$ cat src/rtl/dslot_pkg.sv
package dslot_pkg;

   typedef enum logic [1:0] {
      SLOT_KEEP      = 2'b00,
      SLOT_KILL_NT   = 2'b01,
      SLOT_KILL_T    = 2'b10,
      SLOT_RSVD      = 2'b11
   } slot_mode_e;

   // Decision for the delay slot that follows a branch which fires.
   function automatic logic slot_kill(input slot_mode_e mode, input logic taken);
      logic kill;
      unique case (mode)
         SLOT_KILL_NT: kill = ~taken;
         SLOT_KILL_T:  kill = taken;
         default:      kill = 1'b0;
      endcase
      return kill;
   endfunction

endpackage

$ cat src/rtl/dslot_step_adder.sv
module dslot_step_adder #(
   parameter int unsigned AW   = 32,
   parameter int unsigned STEP = 4
) (
   input  logic [AW-1:0] addr_i,
   output logic [AW-1:0] addr_o
);
   localparam logic [AW-1:0] STEP_V = AW'(STEP);

   if (STEP == 0) begin : g_bad_step
      $error("dslot_step_adder: STEP must be non-zero");
   end

   assign addr_o = addr_i + STEP_V;
endmodule

$ cat src/rtl/dslot_target_align.sv
module dslot_target_align #(
   parameter int unsigned AW           = 32,
   parameter int unsigned INSN_BYTES   = 4,
   parameter bit          ALIGN_TARGET = 1'b1
) (
   input  logic [AW-1:0] target_i,
   output logic [AW-1:0] target_o
);
   localparam logic [AW-1:0] LOW_MASK = AW'(INSN_BYTES) - AW'(1);

   if (ALIGN_TARGET && INSN_BYTES > 1) begin : g_align
      assign target_o = target_i & ~LOW_MASK;
   end else begin : g_pass
      assign target_o = target_i;
   end
endmodule

$ cat src/rtl/dslot_annul_policy.sv
module dslot_annul_policy
   import dslot_pkg::*;
(
   input  logic       fire_i,
   input  logic       taken_i,
   input  logic [1:0] mode_i,
   output logic       kill_o
);
   slot_mode_e mode;

   always_comb begin
      mode   = slot_mode_e'(mode_i);
      kill_o = fire_i & slot_kill(mode, taken_i);
   end
endmodule

$ cat src/rtl/dslot_pc_regs.sv
module dslot_pc_regs #(
   parameter int unsigned   AW         = 32,
   parameter int unsigned   INSN_BYTES = 4,
   parameter logic [AW-1:0] RESET_VEC  = '0
) (
   input  logic          clk_i,
   input  logic          rst_ni,
   input  logic          hold_i,
   input  logic [AW-1:0] npc_nxt_i,
   input  logic          kill_nxt_i,
   output logic [AW-1:0] pc_o,
   output logic [AW-1:0] npc_o,
   output logic          kill_o
);
   localparam logic [AW-1:0] PC_RST = RESET_VEC - AW'(INSN_BYTES);

   always_ff @(posedge clk_i or negedge rst_ni) begin
      if (!rst_ni) begin
         pc_o   <= PC_RST;
         npc_o  <= RESET_VEC;
         kill_o <= 1'b0;
      end else if (!hold_i) begin
         pc_o   <= npc_o;
         npc_o  <= npc_nxt_i;
         kill_o <= kill_nxt_i;
      end
   end
endmodule

$ cat src/rtl/dslot_fetch_seq.sv
module dslot_fetch_seq #(
   parameter int unsigned   AW           = 32,
   parameter int unsigned   INSN_BYTES   = 4,
   parameter bit            ALIGN_TARGET = 1'b1,
   parameter logic [AW-1:0] RESET_VEC    = AW'(32'h0000_1000)
) (
   input  logic          clk_i,
   input  logic          rst_ni,
   input  logic          stall_i,
   input  logic          br_valid_i,
   input  logic          br_taken_i,
   input  logic [AW-1:0] br_target_i,
   input  logic [1:0]    annul_mode_i,
   output logic [AW-1:0] fetch_pc_o,
   output logic [AW-1:0] dec_pc_o,
   output logic          slot_squash_o
);
   localparam logic [AW-1:0] LOW_MASK = AW'(INSN_BYTES) - AW'(1);

   // Elaboration-time parameter checks
   if (AW < 8 || AW > 64) begin : g_bad_aw
      $error("dslot_fetch_seq: AW must lie in 8..64");
   end
   if (INSN_BYTES == 0 || (INSN_BYTES & (INSN_BYTES - 1)) != 0) begin : g_bad_word
      $error("dslot_fetch_seq: INSN_BYTES must be a power of two");
   end
   if ((RESET_VEC & LOW_MASK) != '0) begin : g_bad_vec
      $error("dslot_fetch_seq: RESET_VEC must be word aligned");
   end

   logic [AW-1:0] pc_q, npc_q, seq_pc, tgt_al, npc_nxt;
   logic          kill_q, fire, redirect, kill_nxt;

   // A branch decoded inside an annulled slot is dead.
   assign fire     = br_valid_i & ~kill_q;
   assign redirect = fire & br_taken_i;

   dslot_step_adder #(.AW(AW), .STEP(INSN_BYTES)) u_step (
      .addr_i (npc_q),
      .addr_o (seq_pc)
   );

   dslot_target_align #(
      .AW(AW), .INSN_BYTES(INSN_BYTES), .ALIGN_TARGET(ALIGN_TARGET)
   ) u_align (
      .target_i (br_target_i),
      .target_o (tgt_al)
   );

   dslot_annul_policy u_policy (
      .fire_i  (fire),
      .taken_i (br_taken_i),
      .mode_i  (annul_mode_i),
      .kill_o  (kill_nxt)
   );

   assign npc_nxt = redirect ? tgt_al : seq_pc;

   dslot_pc_regs #(
      .AW(AW), .INSN_BYTES(INSN_BYTES), .RESET_VEC(RESET_VEC)
   ) u_regs (
      .clk_i      (clk_i),
      .rst_ni     (rst_ni),
      .hold_i     (stall_i),
      .npc_nxt_i  (npc_nxt),
      .kill_nxt_i (kill_nxt),
      .pc_o       (pc_q),
      .npc_o      (npc_q),
      .kill_o     (kill_q)
   );

   assign fetch_pc_o    = npc_q;
   assign dec_pc_o      = pc_q;
   assign slot_squash_o = kill_q;
endmodule

$ cat config.mk
export PLATFORM = sky130hd
export DESIGN_NAME = dslot_fetch_seq
export DESIGN_NICKNAME = d
export VERILOG_FILES = /design/src/rtl/dslot_pkg.sv /design/src/rtl/dslot_step_adder.sv /design/src/rtl/dslot_target_align.sv /design/src/rtl/dslot_annul_policy.sv /design/src/rtl/dslot_pc_regs.sv /design/src/rtl/dslot_fetch_seq.sv
export SDC_FILE = /design/constraint.sdc
export NUM_CORES = 1
export LEC_CHECK = 0
export CORE_UTILIZATION = 40
export CTS_CLUSTER_DIAMETER = 50
export DETAILED_ROUTE_END_ITERATION = 10
export HOLD_SLACK_MARGIN = 0.02
export PLACE_DENSITY = 0.68
export SLEW_MARGIN = 30
export SYNTH_ARGS = -nofsm -noshare
export SYNTH_HDL_FRONTEND = slang
export SYNTH_HIERARCHICAL = 1
export SYNTH_SLANG_ARGS = --single-unit
$ cat constraint.sdc
create_clock -name clk_i -period 5.95 [get_ports clk_i]
set_input_delay 1.19 -clock clk_i [delete_from_list [all_inputs] [get_ports clk_i]]
set_output_delay 1.19 -clock clk_i [all_outputs]
set_load 0.02 [all_outputs]
==> results.toml <==
[route]
via_per_inst = 4.68
wirelength_mm = 7.35
drt_first_iter_violations = 48
drt.antenna.violating_nets = 0
wl_per_cell_um = 14.7
drc = 0
detailedRoute.firstPassIterationCount = 4
dr_vias = 2344

[sta]
final_critical_path_setup_slack_ps = 3120
grt_setup_unrepaired = "false"
timing.final.setup_violations = 0
timing.fmax_mhz = 354
finalClockSkew_ps = 8.87
layout_worst_path_cycle_share = 0.475
post-route-min-period_ps = 2830
final-max-slew-violation-count = 0
final_hold_viol_count = 0
setup_total_negative_slack_ps = 0
slew_headroom = 0.442
tightest_slew_ps = 838

[global_route]
grt_pass1_wl_mm = 12.1
grt_antenna_before_repair = 0
grt_remaining_overflow = 0
globalRouteTotalUtil = 0.151
grt_max_degree = 66
first_global_vias = 2421

[layout]
utilization = 0.516
num-nets-final = 403
filler_cell_count = 880
area_delta_synth_final_pct = 25.0
multi_input_comb_area_um2 = 2010
seq_area_um2 = 1640
antennaDiodeCount = 0
post_route_cells_drive_above_1_share = 0.367

[synth]
yosys_register_bits = 65
number_of_enable_flip_flop_cells_after_synthesis = 0
yosysWarnings = 6
seq_area_frac_synth = 0.409
synthTopCellsByArea = "sky130_fd_sc_hd__dfrtp_1, sky130_fd_sc_hd__mux2_4, sky130_fd_sc_hd__dfstp_2, sky130_fd_sc_hd__buf_4, sky130_fd_sc_hd__mux2_2"
postSynth.topFlopCell = "sky130_fd_sc_hd__dfrtp_1"
postSynth.asyncResetShare = 1.00
synth_instances = 293
mappedNetlistArea_um2 = 4010
syn-mean-instance-area_um2 = 13.7
yosysUniqueCellTypes = 29
synth_area_leader_cell = "sky130_fd_sc_hd__dfrtp_1"
fraction_of_post_synthesis_cell_area_in_the_top_cell_type_by_area = 0.337

[clock_tree]
cts_hold_repair.buffers = 0
post_cts.repair.setup_buffers = 0
clock_sink_total = 65
cts.path.max_buffers = 2
clock_latency_at_the_later_pin_of_the_worst_skew_pair_ps = 330
cts-resized-gates = 0
cts.root.buffer_cell = "sky130_fd_sc_hd__clkbuf_8"
htreeDepth = 3
cts_made_buffers = 9
clk_transition_reported_paths_ps = 70
tritoncts_clock_tree = "built"

[placement]
hpwlAfterDp_mm = 4.85
numPortBuffers = 101
place_worst_setup_slack_ps = 2760
gpl.final_weighted_congestion = 0.704

[worst_setup_path]
cp.arrival_ps = 3040
worst_path_largest_cell_delay_ps = 540
crit_chain = "clkdlybuf4s50_1 -> nand3b_4 -> mux2_4 -> mux2_4"
required_ps = 6160
worstPathBufferInverterCount = 1
timing.critical_path.slowest_stage_cell = "sky130_fd_sc_hd__clkdlybuf4s50_1"
critPathTopFamily = "multiplexers"
critical_path.endpoint_type = "flip-flop"
most_frequent_cell_on_the_critical_path = "sky130_fd_sc_hd__mux2_4"
critical_path.max_fanout = 32
criticalPathCategory = "input port to flip-flop"
cp-start-kind = "input port"

[floorplan]
io_pins = 104
placement_rows = 36
floorplan_core_area_um2 = 9730
die_h_um = 102
die_w_um = 102
fp.dieArea_um2 = 10400
floorplan.initialDensity = 0.413

[power]
static-leakage-power_nw = 2.22
power_frac_clock = 0.141
pwr-share-seq = 0.361
swShare = 0.355
max-vdd-ir-drop_mv = 0.259
cellInternalPower_mw = 1.58
power_total_mw = 2.45
combPwrFrac = 0.499
power_per_cell_area_nw_per_um2 = 487
total_switching_power_mw = 0.869

[status]
status = "complete, no violations"

[worst_hold_path]
holdCritPathClass = "flip-flop to flip-flop"

[job]
maxcap_violations = 0
[flip-flops by register name, indices dropped and copies added (netlist names)]
register,flops
u_regs/npc_o,32
u_regs/pc_o,32
u_regs/kill_o,1
[final cells by class]
type,count,area share
multi-input combinational,183,0.400
sequential,65,0.327
timing repair buffer,102,0.202
tap,133,0.0332
clock buffer,11,0.0302
clock inverter,5,0.00598
inverter,2,0.00150
[layout by cell type, fill, tap and decap left out, drive strengths merged]
cell type	netlist	routed
dfrtp	54	54
clkbuf	0	11
xor2	7	7
clkinvlp	0	2
nor4	2	2
mux2	97	97
and3	2	2
buf	44	3
nand2	11	11
xnor2	21	21
nor2b	1	1
nand4bb	1	1
nand4	10	10
nand3b	1	1
nand4b	1	1
nand3	11	11
and2	1	1
and4	2	2
nor3	3	3
ha	1	1
nor2	7	7
conb	1	2
clkinv	0	3
or2	2	2
clkdlybuf4s50	0	99
inv	2	2
dfstp	11	11
[stage by stage]
stage | instance area (um^2) | std cells | hold slack (ps)
final | 5020 | 501 | 508
after global routing | 5020 | 501 | 525
after CTS | 5020 | 501 | 513
after detailed placement | 4840 | 485 | 491
after global placement | 4830 | 485 | 489
after floorplan | 4020 | 294 | 635
[routing by layer]
| metal | wire length, um | vias to the layer above | share of wire | GRT usage |
|---|---|---|---|---|
| met1 | 3490 | 1144 | 0.47 | 0.209 |
| met4 | 82 | 0 | 0.011 | 0.0462 |
| li1 | - | 1128 | - | - |
| met3 | 348 | 8 | 0.047 | 0.0431 |
| met5 | 0 | - | 0 | 0 |
| met2 | 3430 | 64 | 0.47 | 0.228 |
[cell usage after synthesis (3+ instances only)]
| cell type | instances |
|---|---|
| sky130_fd_sc_hd__buf_4 | 34 |
| sky130_fd_sc_hd__buf_6 | 9 |
| sky130_fd_sc_hd__dfrtp_1 | 54 |
| sky130_fd_sc_hd__dfstp_2 | 11 |
| sky130_fd_sc_hd__mux2_2 | 17 |
| sky130_fd_sc_hd__mux2_4 | 80 |
| sky130_fd_sc_hd__nand2_1 | 11 |
| sky130_fd_sc_hd__nand3_1 | 10 |
| sky130_fd_sc_hd__nand4_1 | 9 |
| sky130_fd_sc_hd__nor2_1 | 7 |
| sky130_fd_sc_hd__nor3_1 | 3 |
| sky130_fd_sc_hd__xnor2_1 | 21 |
| sky130_fd_sc_hd__xor2_1 | 7 |
[final timing paths]
check / startpoint / end / slack [ps] / depth (start not counted)
max reg2reg: u_regs/npc_o[3]$_DFFE_PN0N_ / u_regs/npc_o[28]$_DFFE_PN0N_ / 3490 / 7
max: br_taken_i / u_regs/npc_o[10]$_DFFE_PN0N_ / 3120 / 4
max in group asynchronous: rst_ni / u_regs/npc_o[27]$_DFFE_PN0N_ / 4350 / 2
min reg2reg: u_regs/pc_o[31]$_DFFE_PN0N_ / u_regs/pc_o[31]$_DFFE_PN0N_ / 510 / 1
min: u_regs/pc_o[31]$_DFFE_PN0N_ / u_regs/pc_o[31]$_DFFE_PN0N_ / 510 / 1
min in group asynchronous: rst_ni / u_regs/npc_o[25]$_DFFE_PN0N_ / 1020 / 2
[power groups by stage]
stage | clock network, mW | logic (mW) | registers (mW)
after CTS | 0.358 | 1.23 | 0.887
after global placement | 0 | 1.21 | 0.882
after floorplan | 0 | 0.545 | 1.09
after detailed placement | 0 | 1.23 | 0.893
after global routing | 0.377 | 1.30 | 0.924
final | 0.344 | 1.22 | 0.883
[cell families (layout without fill, tap and decap cells)]
group / count (synthesis) / count (layout) / share of synthesized area
xor+xnor: 28 / 28 / 0.0611
fa+ha+maj: 1 / 1 / 0.00312
buf+inv: 46 / 120 / 0.0920
flops: 65 / 65 / 0.409
mux: 97 / 97 / 0.347
other cells: 1 / 2 / 0.000934
simple gates: 55 / 55 / 0.0873
No activity file was read; power rests on OpenSTA's default activity.
